**src/rtl/gpio_irq_pkg.sv**
```systemverilog
package gpio_irq_pkg;

  typedef enum logic [1:0] {
    TRG_LVL_HI = 2'b00,
    TRG_LVL_LO = 2'b01,
    TRG_RISE   = 2'b10,
    TRG_FALL   = 2'b11
  } trig_e;

  localparam logic [1:0] REG_TRIG  = 2'd0;
  localparam logic [1:0] REG_CAPEN = 2'd1;
  localparam logic [1:0] REG_REPEN = 2'd2;
  localparam logic [1:0] REG_PEND  = 2'd3;

  // Detector decision for one pin; edges need a fresh history (armed).
  function automatic logic trig_hit(input logic [1:0] mode, input logic cur,
                                    input logic prev, input logic armed);
    logic h;
    case (trig_e'(mode))
      TRG_LVL_HI: h = cur;
      TRG_LVL_LO: h = ~cur;
      TRG_RISE:   h = armed & cur & ~prev;
      default:    h = armed & ~cur & prev;
    endcase
    return h;
  endfunction

  function automatic logic is_edge_mode(input logic [1:0] mode);
    return mode[1];
  endfunction

endpackage

```
**src/rtl/gpio_irq_sync.sv**
```systemverilog
module gpio_irq_sync #(
  parameter int W = 8
) (
  input  logic         clk,
  input  logic         rst_n,
  input  logic [W-1:0] d,
  output logic [W-1:0] q
);
  logic [W-1:0] meta_q;
  logic [W-1:0] sync_q;

  always_ff @(posedge clk or negedge rst_n) begin
    if (!rst_n) begin
      meta_q <= '0;
      sync_q <= '0;
    end else begin
      meta_q <= d;
      sync_q <= meta_q;
    end
  end

  assign q = sync_q;
endmodule

```
**src/rtl/gpio_irq_detect.sv**
```systemverilog
module gpio_irq_detect
  import gpio_irq_pkg::*;
(
  input  logic       clk,
  input  logic       rst_n,
  input  logic       cur,
  input  logic       cap_en,
  input  logic [1:0] mode,
  output logic       hit,
  output logic       armed
);
  logic prev_q;
  logic armed_q;

  // History only follows the pin while capture is on; the cycle right
  // after enabling reloads it and suppresses edge decisions.
  always_ff @(posedge clk or negedge rst_n) begin
    if (!rst_n) begin
      prev_q  <= 1'b0;
      armed_q <= 1'b0;
    end else begin
      armed_q <= cap_en;
      if (cap_en) prev_q <= cur;
    end
  end

  assign armed = armed_q;
  assign hit   = cap_en & trig_hit(mode, cur, prev_q, armed_q);
endmodule

```
**src/rtl/gpio_irq_status.sv**
```systemverilog
module gpio_irq_status #(
  parameter int N = 8
) (
  input  logic         clk,
  input  logic         rst_n,
  input  logic [N-1:0] set_vec,
  input  logic [N-1:0] clr_vec,
  output logic [N-1:0] pend
);
  logic [N-1:0] pend_q;

  always_ff @(posedge clk or negedge rst_n) begin
    if (!rst_n) pend_q <= '0;
    else        pend_q <= (pend_q & ~clr_vec) | set_vec;
  end

  assign pend = pend_q;
endmodule

```
**src/rtl/gpio_irq_latch.sv**
```systemverilog
module gpio_irq_latch
  import gpio_irq_pkg::*;
#(
  parameter int NPINS = 8,
  parameter int DW    = 16
) (
  input  logic             clk,
  input  logic             rst_n,
  input  logic [NPINS-1:0] gpio_in,
  input  logic             wr_en,
  input  logic [1:0]       addr,
  input  logic [DW-1:0]    wdata,
  output logic [DW-1:0]    rdata,
  output logic             irq
);
  localparam int TW = 2 * NPINS;

  logic [TW-1:0]    trig_q;
  logic [NPINS-1:0] cap_en_q;
  logic [NPINS-1:0] rep_en_q;
  logic [NPINS-1:0] pin_s;
  logic [NPINS-1:0] hit_vec;
  logic [NPINS-1:0] armed_vec;
  logic [NPINS-1:0] set_vec;
  logic [NPINS-1:0] clr_vec;
  logic [NPINS-1:0] pend_q;

  gpio_irq_sync #(.W(NPINS)) u_sync (
    .clk(clk), .rst_n(rst_n), .d(gpio_in), .q(pin_s)
  );

  for (genvar i = 0; i < NPINS; i++) begin : g_pin
    gpio_irq_detect u_det (
      .clk(clk), .rst_n(rst_n), .cur(pin_s[i]), .cap_en(cap_en_q[i]),
      .mode(trig_q[2*i +: 2]), .hit(hit_vec[i]), .armed(armed_vec[i])
    );
  end

  // Configuration registers
  always_ff @(posedge clk or negedge rst_n) begin
    if (!rst_n) begin
      trig_q   <= '0;
      cap_en_q <= '0;
      rep_en_q <= '0;
    end else if (wr_en) begin
      case (addr)
        REG_TRIG:  trig_q   <= wdata[TW-1:0];
        REG_CAPEN: cap_en_q <= wdata[NPINS-1:0];
        REG_REPEN: rep_en_q <= wdata[NPINS-1:0];
        default:   ;
      endcase
    end
  end

  assign set_vec = hit_vec & cap_en_q;
  assign clr_vec = (wr_en && addr == REG_PEND) ? wdata[NPINS-1:0] : '0;

  gpio_irq_status #(.N(NPINS)) u_stat (
    .clk(clk), .rst_n(rst_n), .set_vec(set_vec), .clr_vec(clr_vec), .pend(pend_q)
  );

  always_comb begin
    rdata = '0;
    case (addr)
      REG_TRIG:  rdata[TW-1:0]    = trig_q;
      REG_CAPEN: rdata[NPINS-1:0] = cap_en_q;
      REG_REPEN: rdata[NPINS-1:0] = rep_en_q;
      default:   rdata[NPINS-1:0] = pend_q;
    endcase
  end

  assign irq = |(pend_q & rep_en_q);
endmodule

```
**config.mk**
```make
export PLATFORM = sky130hd
export DESIGN_NAME = gpio_irq_latch
export DESIGN_NICKNAME = d
export VERILOG_FILES = /design/src/rtl/gpio_irq_pkg.sv /design/src/rtl/gpio_irq_sync.sv /design/src/rtl/gpio_irq_detect.sv /design/src/rtl/gpio_irq_status.sv /design/src/rtl/gpio_irq_latch.sv
export SDC_FILE = /design/constraint.sdc
export NUM_CORES = 1
export LEC_CHECK = 0
export BUFFER_PORTS_ARGS = -buffer_cell sky130_fd_sc_hd__buf_2
export CAP_MARGIN = 30
export CORE_UTILIZATION = 45
export DETAILED_ROUTE_END_ITERATION = 6
export HOLD_SLACK_MARGIN = 0.08
export PLACE_DENSITY = 0.65
export SYNTH_ARGS = -nofsm -noshare
export SYNTH_HDL_FRONTEND = slang
export SYNTH_SLANG_ARGS = --single-unit
```
**constraint.sdc**
```tcl
create_clock -name clk -period 1.87 [get_ports clk]
set_input_delay 0.2805 -clock clk [delete_from_list [all_inputs] [get_ports clk]]
set_output_delay 0.2805 -clock clk [all_outputs]
set_load 0.1 [all_outputs]
```
==> impl_metrics.toml, run 1 <==
[routing]
post_drt_wl_per_cell_um = 16.6
antenna_left = 0
viasPerCell = 5.48
dr.pass1.iters = 6
wl_mm = 5.68
num_vias = 1867
drc = 6
drtIter0Drc = 94

[clocking]
clk_latency_ps = 340
clk_pin_slew_worst_paths_ps = 70
cts_buffers = 9
post_cts.repair.setup_buffers = 0
cts_sinks = 72
cts_buffer_depth = 2
clockRootBuffer = "clkbuf_8"
cts_tree = "done"
cts_max_level = 3

[power_and_ir_drop]
cell_internal_pwr_uw = 3230
swShare = 0.328
power.share.sequential = 0.440
p_leak_uw = 0.00164
combPwrFrac = 0.271
vdd_drop_max_v = 0.000606
p_per_area_nw_per_um2 = 1250
p_switching_uw = 1580
clkPwrFrac = 0.289

[layout]
drive_gt1_frac = 0.443
syn_to_final_growth_pct = 25.5
post-route-util = 0.594
nets = 288
final_cells = 341
diodes = 0
layout_common_cells = "dfrtp_1 (72), mux2_2 (30), buf_2 (29)"
final_common_cell = "dfrtp_1"

[grt]
grt_pass1_vias = 1878
grt_max_degree = 56
antenna_found_initial = 0
grt_pass1_wl_mm = 9.58
grt-ovfl-total = 0
grt_usage = 0.184

[place]
place_congestion = 0.720
dp_slack_ps = 159
dp_cells = 316
dpl.hpwl_mm = 3.85
io_buffers = 45

[logic_synthesis]
syn_nets = 223
synth.avg_cell_area_um2 = 15.8
async_flop_share = 1.00
synth_edf_count = 0
synth_cell_types = 32
syn_inst = 194
yosysSeqAreaShare = 0.589
yosys_warnings = 0
ys_ff_latch = 72
yosys_most_used_dff = "dfrtp_1"
syn_area_um2 = 3060

[timing]
setup_viol = 0
final.setup.tns_ps = 0
fin_crit_ps = 1800
tightest_slew_ps = 484
fin_crit_sh = 0.962
maxSlewHeadroom = 0.679
hold_violations = 0
finalMaxSlewViolations = 0
skew_ps = 6.60
hold_slack_ps = 161
fmax_mhz = 556
grt_setup_unrepaired = "no"
finalWorstSetupSlack_ps = 70.7

[setup_path]
cp.required_ps = 1590
crit_chain = "mux4_2, buf_6"
path_max_fanout = 5
crit_slowest_cell = "mux4_2"
arrival_ps = 1520
crit_type = "reg2out"
endpoint_kind = "output pin"
worst-path-buf-inv = 1
cpLargestDelayFamily = "multiplexers"
cpPeakStageDelay_ps = 510
cp-start-kind = "flip-flop"

[die]
placementRows = 29
fp.dieH_um = 84.4
dieArea_um2 = 7130
coreArea_um2 = 6460
ioPinCount = 46
initial_core_util = 0.473
die_width_um = 84.4

[flow_run]
max_cap_violations = 0

[outcome]
violations = "DRC"
status = "finished, violations left"

[worst_hold_path]
hold_path.class = "in2reg"
final timing paths:
check                                 start                    end  slack [ps]  cells past startpoint
max                               trig_q[4]               rdata[4]          70                      2
min                               wdata[14]             trig_q[14]         160                      2
max reg2reg                      trig_q[14]         u_stat.pend[7]         780                      3
min reg2reg                u_sync.meta_q[0]            u_sync.q[0]         350                      0
max in group asynchronous             rst_n  g_pin[4].u_det.prev_q         830                      3
min in group asynchronous             rst_n            u_sync.q[3]         410                      2
per-layer routing:
metal	wire length, µm	track usage	vias up
met2	2530	0.263	44
met1	2760	0.254	953
met4	71	0.0586	0
met3	308	0.0787	6
met5	0	0	-
li1	-	-	864
kinds of logic after synthesis:
family | share of synthesized area
compound gates | 0.0561
xor+xnor | 0.0200
buf+inv | 0.0188
flops | 0.589
mux | 0.218
simple gates | 0.0974
power groups by stage:
| stage | registers (µW) | logic (µW) | clock network, µW |
|---|---|---|---|
| CTS | 2110 | 1280 | 1420 |
| global route | 2160 | 1380 | 1490 |
| detailed placement | 2140 | 1260 | 0 |
| global placement | 2130 | 1240 | 0 |
| finish | 2110 | 1300 | 1390 |
| floorplan | 2050 | 1010 | 0 |
area by class of cell:
| cell class | count | area [µm²] |
|---|---|---|
| fill | 513 | 2620 |
| sequential | 72 | 1800 |
| multi-input combinational | 117 | 1200 |
| timing repair buffer | 59 | 509 |
| clock buffer | 12 | 155 |
| tap | 77 | 96.3 |
| clock inverter | 4 | 76.3 |
metrics by stage:
step | cell area [µm²] | total power (µW)
after global placement | 3490 | 3370
after CTS | 3820 | 4810
after global routing | 3840 | 5030
after floorplan | 3060 | 3060
final | 3840 | 4810
after detailed placement | 3490 | 3400
cells in the mapped netlist (all sizes together), types with 2 or more instances:
master | instances | area share
xnor2 | 7 | 0.020
buf | 4 | 0.014
mux2 | 40 | 0.16
nand4b | 6 | 0.017
a22oi | 4 | 0.0098
and2 | 9 | 0.019
nand2b | 2 | 0.0041
nand3b | 4 | 0.015
a22o | 6 | 0.017
mux4 | 8 | 0.059
o211ai | 6 | 0.015
dfrtp | 72 | 0.59
nand2 | 9 | 0.011
nand4bb | 6 | 0.022
repair_timing:
item	in CTS	in global routing
endpoints found under the hold margin	25	0
endpoints found under the setup margin	1	8
hold buffers	9	0
resized for setup	1	15
sequential cells by signal, indices dropped and copies added (netlist names):
signal / count
u_sync.q: 8
u_sync.meta_q: 8
u_stat.pend: 8
trig_q: 16
g_pin.u_det.prev_q: 8
rep_en_q: 8
g_pin.u_det.armed: 8
cap_en_q: 8
No activity file was read; power rests on OpenSTA's default activity.
==> inputs of run 2 (changes only) <==
--- a/config.mk
+++ b/config.mk
@@ -5,12 +5,15 @@
 export SDC_FILE = /design/constraint.sdc
 export NUM_CORES = 1
 export LEC_CHECK = 0
+export ABC_AREA = 0
 export BUFFER_PORTS_ARGS = -buffer_cell sky130_fd_sc_hd__buf_2
 export CAP_MARGIN = 30
 export CORE_UTILIZATION = 45
+export CTS_BUF_LIST = sky130_fd_sc_hd__clkbuf_8
 export DETAILED_ROUTE_END_ITERATION = 6
 export HOLD_SLACK_MARGIN = 0.08
 export PLACE_DENSITY = 0.65
+export SETUP_SLACK_MARGIN = 0.5
 export SYNTH_ARGS = -nofsm -noshare
 export SYNTH_HDL_FRONTEND = slang
 export SYNTH_SLANG_ARGS = --single-unit
==> run 2 against run 1 <==
  * The run still ends with DRC left
  * Via count is 7.9% higher
  * Core utilization is 4.5 points higher
  * Maximum frequency is 3.5% higher
  * Critical endpoint is now rdata[7]
  * Die area stayed put
  * Largest cell class unchanged
  * Clock power is 22% lower
==> impl_metrics.toml, run 2 (synthesized netlist as in run 1, its figures left out) <==
[layout]
largest_reg_flops = 16
fill_cells = 488
nets = 316
multi_input_area_um2 = 1220
syn_to_final_growth_pct = 34.9
layout_common_cells = "dfrtp_1 (71), buf_4 (31), mux2_2 (30)"
final_common_cell = "dfrtp_1"
seqCellArea_um2 = 1800
diodes = 0
drive_gt1_frac = 0.521
largest_register = "trig_q"

[timing]
maxSlewHeadroom = 0.738
fin_crit_sh = 0.930
final.setup.tns_ps = 0
finalMaxSlewViolations = 0
fin_crit_ps = 1740
hold_slack_ps = 165
setup_viol = 0
skew_ps = 4.05
tightest_slew_ps = 392
fmax_mhz = 575
grt_setup_unrepaired = "yes"
hold_violations = 0

[die]
fp.dieH_um = 84.4
ioPinCount = 46
dieArea_um2 = 7130
placementRows = 29
coreArea_um2 = 6460
die_width_um = 84.4
initial_core_util = 0.473

[grt]
grt-ovfl-total = 0
grt_pass1_wl_mm = 10.4
grt_usage = 0.196
antenna_found_initial = 0
grt_pass1_vias = 2037
grt_max_degree = 73

[clocking]
cts_sinks = 72
cts_max_level = 3
clk_pin_slew_worst_paths_ps = 70
cts_tree = "done"
clk_latency_ps = 340
clockRootBuffer = "clkbuf_8"
cts_buffer_depth = 2
cts_buffers = 9

[setup_path]
endpoint_kind = "output pin"
crit_type = "reg2out"
cp-start-kind = "flip-flop"
arrival_ps = 1460
cp.required_ps = 1590
path_max_fanout = 3
reg2reg_slack_ps = 700

[power_and_ir_drop]
clkPwrFrac = 0.224
p_per_area_nw_per_um2 = 1180
cell_internal_pwr_uw = 3240
p_leak_uw = 0.00181
p_switching_uw = 1610
combPwrFrac = 0.353
swShare = 0.332
power.share.sequential = 0.423
vdd_drop_max_v = 0.000697

[worst_hold_path]
hold_path.class = "in2reg"

[flow_run]
max_cap_violations = 0

[routing]
antenna_left = 0
drtIter0Drc = 119
wl_mm = 6.17
dr.pass1.iters = 6
post_drt_wl_per_cell_um = 16.8
viasPerCell = 5.49
num_vias = 2015
drc = 13

[outcome]
violations = "DRC"
status = "finished, violations left"

[place]
place_congestion = 0.774
dpl.hpwl_mm = 3.91
io_buffers = 45
run 2: cell types whose count changed in the layout (fill, tap and decap cells not counted), moves of 3 or more:
cell	change
buf_4	+20
buf_12	+5
and2_1	-8
and2_4	+8
buf_2	-3
buf_8	+5
run 2: metal layers:
layer	wire, µm	vias up	GRT usage	part of all wire
met4	63	0	0.0462	0.010
met1	2820	1052	0.273	0.46
li1	-	908	-	-
met3	304	7	0.0718	0.049
met5	0	-	0	0
met2	2990	48	0.295	0.48
run 2: critical path: stages, from the launching register on:
cell and delay, ps:
dfrtp_1 400, mux4_2 530, buf_12 190
run 2: final timing paths:
check                                       from               endpoint  cells after the start
worst max register to register        trig_q[14]         u_stat.pend[7]                      4
worst max-delay path              u_stat.pend[7]               rdata[7]                      2
min in group asynchronous                  rst_n  g_pin[3].u_det.prev_q                      3
worst min-delay path                   wdata[10]             trig_q[10]                      2
worst min register to register  u_sync.meta_q[7]            u_sync.q[7]                      0
max in group asynchronous                  rst_n              trig_q[4]                      3
run 2: metrics by stage:
stage	instance area, µm²	std cells	util	power (µW)	worst slack [ps]
floorplan	3090	194	-	3070	127
global placement	3490	315	0.541	3380	146
global route	4130	367	0.639	5090	85.8
detailed placement	3490	315	0.541	3410	124
finish	4130	367	0.639	4850	131
CTS	4060	360	0.629	4840	108
run 2: layout make-up:
class,instances,share of cell area
clock buffers,12,0.0400
clock inverters,2,0.00182
well taps,77,0.0233
multi-input cells,117,0.297
flip-flops and latches,72,0.437
repair buffers,87,0.201
run 2: timing repair:
action / in CTS / in global routing
hold buffers: 9 / 0
gates resized for setup: 45 / 3
setup endpoints to repair: 17 / 17
setup buffers: 22 / 7
endpoints found under the hold margin: 80 / 0
pin swaps: 3 / 1
run 2: power by group through the flow:
| stage | logic [µW] | clock network [µW] | registers [µW] |
|---|---|---|---|
| finish | 1720 | 1090 | 2050 |
| global placement | 1240 | 0 | 2140 |
| floorplan | 1020 | 0 | 2050 |
| global route | 1810 | 1200 | 2090 |
| detailed placement | 1260 | 0 | 2150 |
| CTS | 1660 | 1130 | 2050 |
